$ cat config.mk
export PLATFORM = sky130hd
export DESIGN_NAME = flash_read_mux
export DESIGN_NICKNAME = d
export VERILOG_FILES = /design/src/rtl/frm_pkg.sv /design/src/rtl/frm_mode_ctl.sv /design/src/rtl/frm_status_cap.sv /design/src/rtl/frm_lane_mux.sv /design/src/rtl/flash_read_mux.sv
export SDC_FILE = /design/constraint.sdc
export NUM_CORES = 1
export LEC_CHECK = 0
export ABC_AREA = 1
export BUFFER_PORTS_ARGS = -buffer_cell sky130_fd_sc_hd__buf_4
export CAP_MARGIN = 0
export CORE_UTILIZATION = 43
export CTS_CLUSTER_SIZE = 30
export DETAILED_ROUTE_END_ITERATION = 12
export HOLD_SLACK_MARGIN = 0.1
export MAX_ROUTING_LAYER = met4
export PLACE_DENSITY = 0.89
export SLEW_MARGIN = 25
export SYNTH_ARGS = -nofsm -noshare
export SYNTH_HDL_FRONTEND = slang
export SYNTH_SLANG_ARGS = --single-unit
$ cat constraint.sdc
create_clock -name clk -period 1.66 [get_ports clk]
set_clock_uncertainty 0.05 [all_clocks]
set_input_delay 0.332 -clock clk [delete_from_list [all_inputs] [get_ports clk]]
set_output_delay 0.332 -clock clk [all_outputs]
set_load 0.02 [all_outputs]
$ cat src/rtl/frm_pkg.sv
package frm_pkg;
  typedef enum logic [1:0] {
    MODE_ARRAY  = 2'b00,
    MODE_STATUS = 2'b01,
    MODE_IDENT  = 2'b10
  } rd_mode_e;

  localparam logic [1:0] CODE_ILLEGAL = 2'b11;
endpackage

$ cat src/rtl/frm_mode_ctl.sv
module frm_mode_ctl
  import frm_pkg::*;
(
  input  logic       clk,
  input  logic       rst_n,
  input  logic       mode_stb,
  input  logic [1:0] mode_code,
  input  logic       busy,
  input  logic       id_ovr,
  output rd_mode_e   eff_mode
);
  rd_mode_e mode_q;
  logic     busy_q;

  always_ff @(posedge clk) begin
    if (!rst_n) begin
      mode_q <= MODE_ARRAY;
      busy_q <= 1'b0;
    end else begin
      busy_q <= busy;
      if (busy && !busy_q)
        mode_q <= MODE_STATUS;
      else if (mode_stb && mode_code != CODE_ILLEGAL)
        mode_q <= rd_mode_e'(mode_code);
    end
  end

  always_comb begin
    if (id_ovr)    eff_mode = MODE_IDENT;
    else if (busy) eff_mode = MODE_STATUS;
    else           eff_mode = mode_q;
  end
endmodule

$ cat src/rtl/frm_status_cap.sv
module frm_status_cap #(
  parameter int SW = 8
) (
  input  logic          clk,
  input  logic          rst_n,
  input  logic          rd_en,
  input  logic [SW-1:0] status_in,
  output logic [SW-1:0] status_view
);
  logic [SW-1:0] held_q;
  logic          rd_q;
  logic          open_now;

  assign open_now = rd_en && !rd_q;

  always_ff @(posedge clk) begin
    if (!rst_n) begin
      held_q <= '0;
      rd_q   <= 1'b0;
    end else begin
      rd_q <= rd_en;
      if (open_now) held_q <= status_in;
    end
  end

  assign status_view = open_now ? status_in : held_q;
endmodule

$ cat src/rtl/frm_lane_mux.sv
module frm_lane_mux
  import frm_pkg::*;
#(
  parameter int         DW     = 16,
  parameter logic [7:0] MFR_ID = 8'h2C,
  parameter logic [7:0] DEV_ID = 8'h9C,
  parameter logic [7:0] MFR_HI = 8'h00,
  parameter logic [7:0] DEV_HI = 8'h88
) (
  input  rd_mode_e        eff_mode,
  input  logic            rd_en,
  input  logic            byte_n,
  input  logic            a0,
  input  logic            byte_sel,
  input  logic [DW-1:0]   array_word,
  input  logic [DW/2-1:0] status_v,
  output logic [DW-1:0]   dq_d,
  output logic [DW-1:0]   oe_d
);
  localparam int HW = DW / 2;

  logic [HW-1:0] lo_val, hi_val;
  logic          hi_drive;

  always_comb begin
    lo_val   = '0;
    hi_val   = '0;
    hi_drive = byte_n;
    unique case (eff_mode)
      MODE_ARRAY: begin
        if (byte_n) begin
          lo_val = array_word[HW-1:0];
          hi_val = array_word[DW-1:HW];
        end else begin
          lo_val = byte_sel ? array_word[DW-1:HW] : array_word[HW-1:0];
        end
      end
      MODE_STATUS: lo_val = status_v;
      MODE_IDENT: begin
        lo_val = HW'(a0 ? DEV_ID : MFR_ID);
        hi_val = HW'(a0 ? DEV_HI : MFR_HI);
      end
      default: hi_drive = 1'b0;
    endcase
  end

  for (genvar g = 0; g < 2; g++) begin : g_lane
    logic drive;
    assign drive = rd_en && (g == 0 ? 1'b1 : hi_drive);
    assign oe_d[g*HW +: HW] = {HW{drive}};
    assign dq_d[g*HW +: HW] = drive ? (g == 0 ? lo_val : hi_val) : '0;
  end
endmodule

$ cat src/rtl/flash_read_mux.sv
module flash_read_mux
  import frm_pkg::*;
#(
  parameter int         AW     = 19,
  parameter logic [7:0] MFR_ID = 8'h2C,
  parameter logic [7:0] DEV_ID = 8'h9C,
  parameter logic [7:0] MFR_HI = 8'h00,
  parameter logic [7:0] DEV_HI = 8'h88
) (
  input  logic          clk,
  input  logic          rst_n,
  input  logic          ce_n,
  input  logic          oe_n,
  input  logic          we_n,
  input  logic          byte_n,
  input  logic [AW-1:0] addr,
  input  logic          byte_sel,
  input  logic          mode_stb,
  input  logic [1:0]    mode_code,
  input  logic [7:0]    status_in,
  input  logic [15:0]   array_word,
  input  logic          busy,
  input  logic          id_ovr,
  output logic [15:0]   dq_out,
  output logic [15:0]   dq_oe
);
  localparam int DW = 16;
  localparam int HW = DW / 2;

  rd_mode_e      eff_mode;
  logic          rd_en;
  logic [HW-1:0] status_v;
  logic [DW-1:0] dq_d, oe_d;
  logic          unused_addr_hi;

  assign rd_en          = we_n && !ce_n && !oe_n;
  assign unused_addr_hi = ^addr[AW-1:1];

  frm_mode_ctl u_mode (
    .clk(clk), .rst_n(rst_n), .mode_stb(mode_stb), .mode_code(mode_code),
    .busy(busy), .id_ovr(id_ovr), .eff_mode(eff_mode)
  );

  frm_status_cap #(.SW(HW)) u_stat (
    .clk(clk), .rst_n(rst_n), .rd_en(rd_en), .status_in(status_in),
    .status_view(status_v)
  );

  frm_lane_mux #(
    .DW(DW), .MFR_ID(MFR_ID), .DEV_ID(DEV_ID), .MFR_HI(MFR_HI), .DEV_HI(DEV_HI)
  ) u_lane (
    .eff_mode(eff_mode), .rd_en(rd_en), .byte_n(byte_n), .a0(addr[0]),
    .byte_sel(byte_sel), .array_word(array_word), .status_v(status_v),
    .dq_d(dq_d), .oe_d(oe_d)
  );

  always_ff @(posedge clk) begin
    if (!rst_n) begin
      dq_out <= '0;
      dq_oe  <= '0;
    end else begin
      dq_out <= dq_d;
      dq_oe  <= oe_d;
    end
  end
endmodule

==> impl_metrics.ini <==
[run]
max-cap-violations = 0

[placed_design]
routabilityCongestion = 0.795
dp_slack_ns = 0.322
port_buffers = 68
hpwl_mm = 2.46
dp_cells = 299

[clocking]
clkTransAtPathRegs_ns = 0.09
clock_sinks = 29
htreeDepth = 2
cts_tree = built
ctsHoldBuffers = 0
cts-root-buf = clkbuf_4
clk_latency_ns = 0.33
post_cts_resized = 0
cts_setup_buffers = 0
numCtsBuffers = 5
clk_path_buf_depth = 2

[synthesis]
yosysSeqAreaShare_pct = 40.0
synth_cell_type_count = 23
synth-seq-cells = 29
synthesis.nets = 256
yosysWarnings = 0
syn_avg_cell_area_um2 = 7.22
synthCells = 201
netlist_area_mm2 = 0.00145

[grt]
grt_max_degree = 12
grt_usage_pct = 19.8
grt_pass1_vias = 1286
grt_pass1_wl_mm = 5.06
antenna_found_initial = 0
grt-ovfl-total = 0

[detailed_routing]
drc_errors = 0
routed_wl_mm = 3.12
dr.pass1.iters = 5
antenna_left = 0
drt_first_iter_violations = 48
wire_per_inst_um = 10.2
vias_per_cell = 4.53
num_vias = 1391

[die]
rows = 20
coreArea_mm2 = 0.00313
dieHeight_um = 60.1
die_w_um = 60.1
start_util_pct = 46.4
pin_count = 87
dieArea_mm2 = 0.00361

[timing]
setup_ws_ns = 0.297
hold_violations = 0
rsz0062_at_grt = no
holdWs_ns = 0.139
finalCritPeriodShare_pct = 82.1
fmax_ghz = 0.734
timing.setup.tns_ns = 0
worst_pin_slew_ns = 0.335
slew_violations = 0
relSlewSlack_pct = 77.5
finalSetupViolCount = 0
fin_crit_ns = 1.36

[critical_path]
arrival_ns = 0.98
startpoint = dq_oe[7]
critPathRequiredTime_ns = 1.28
critPathMaxFanout = 8
cp-end-kind = primary output
rr_startpoint = u_mode.mode_q[0]
crit_type = reg -> out
start_kind = flop

[status]
run_status = completed

[final_layout]
multi_input_area_um2 = 597
nFillCells = 275
diodes = 0
drive_gt1_share_pct = 35.0
fin_cells = 307
syn_to_final_growth_pct = 37.3
fin_nets = 317
regArea_um2 = 581

[power_and_ir_drop]
peakVddDrop_mv = 0.863
p_per_area_mw_per_mm2 = 796
leakagePower_nw = 1.06

[hold_path]
worstHoldPathType = in -> reg
hp-start = mode_stb
==> kinds of logic after synthesis <==
family,count (synthesis),share of synthesized area [%]
and+or+nand+nor,96,34.0
AOI/OAI and AO/OA,20,7.16
DFF,29,40.0
buffers and inverters,56,18.9
==> report_power, final <==
group          switching, mW  total [mW]  internal (mW)
clock                  0.249       0.608          0.359
combinational          0.140       0.256          0.116
sequential           0.00882       0.723          0.714
total                  0.397        1.59           1.19
==> cells in the mapped netlist <==
cell,number,share of area (%)
nand4_1,8,3.4
or2_2,1,0.43
nand2_1,39,10
nand3_2,2,1.4
dfxtp_1,29,40
nand3_1,17,5.9
o21ai_1,2,0.69
inv_1,34,8.8
buf_6,1,0.78
buf_4,15,7.8
a31oi_1,1,0.43
nand3_4,1,1.2
nor2_8,1,1.4
a21oi_1,11,3.8
clkinv_1,2,0.52
nand2_2,1,0.43
nor2_4,3,2.3
a211oi_1,1,0.52
nor2_1,16,4.1
inv_2,4,1.0
nand2_4,2,1.6
o21ai_0,5,1.7
nor3_1,5,1.7
==> routing by layer <==
metal | up-vias | GRT usage, % | part of all wire, % | wire (um)
met4 | 0 | 10.6 | 1.5 | 46
met1 | 589 | 22.4 | 43 | 1330
met3 | 5 | 4.11 | 7.9 | 246
li1 | 739 | - | - | -
met5 | - | - | 0 | 0
met2 | 58 | 32.4 | 48 | 1500
==> registers in the layout (all words and copies together) (netlist names) <==
signal / flops
u_mode.mode_q: 2
dq_oe: 2
dq_out: 16
u_mode.busy_q: 1
u_stat.held_q: 8
==> worst paths after layout <==
kind                            cells after the start  slack, ns                to
worst min register to register                      2       0.47  u_mode.mode_q[0]
worst max register to register                      5       0.40         dq_out[9]
worst max-delay path                                2       0.30          dq_oe[0]
worst min-delay path                                2       0.14  u_mode.mode_q[1]
==> cell type report <==
cell class              instances  share of cell area [%]
clock buffers                   7                    2.76
repair buffers                 70                    26.4
inverters                      40                    7.53
clock inverters                 1                    1.51
multi-input cells             116                    29.9
flip-flops and latches         29                    29.1
well taps                      44                    2.76
==> critical path, cell delays in order, from the launching register on <==
cell	delay (ns)
dfxtp_1	0.35
buf_4	0.15
buf_4	0.14
==> cell usage in the layout, fill, tap and decap left out, types with 2 or more instances in the layout <==
| master | instances |
|---|---|
| nor3_1 | 5 |
| nor2_4 | 3 |
| nand4_1 | 8 |
| nand2_1 | 39 |
| a21oi_1 | 11 |
| nand3_1 | 17 |
| clkbuf_4 | 5 |
| o21ai_1 | 2 |
| dfxtp_1 | 29 |
| nand2_4 | 2 |
| nand3_2 | 2 |
| clkinv_1 | 2 |
| inv_2 | 4 |
| nor2_1 | 16 |
| inv_1 | 34 |
| o21ai_0 | 5 |
| buf_4 | 70 |
==> metrics by stage <==
stage / cell area [um2] / util [%] / power, mW
6_report: 1990 / 63.7 / 1.59
5_1_grt: 1990 / 63.7 / 1.66
2_1_floorplan: 1450 / - / 0.888
3_5_place_dp: 1910 / 61.0 / 0.995
4_1_cts: 1990 / 63.7 / 1.60
3_3_place_gp: 1910 / 61.0 / 0.988
Power figures use the tool's default switching activity.
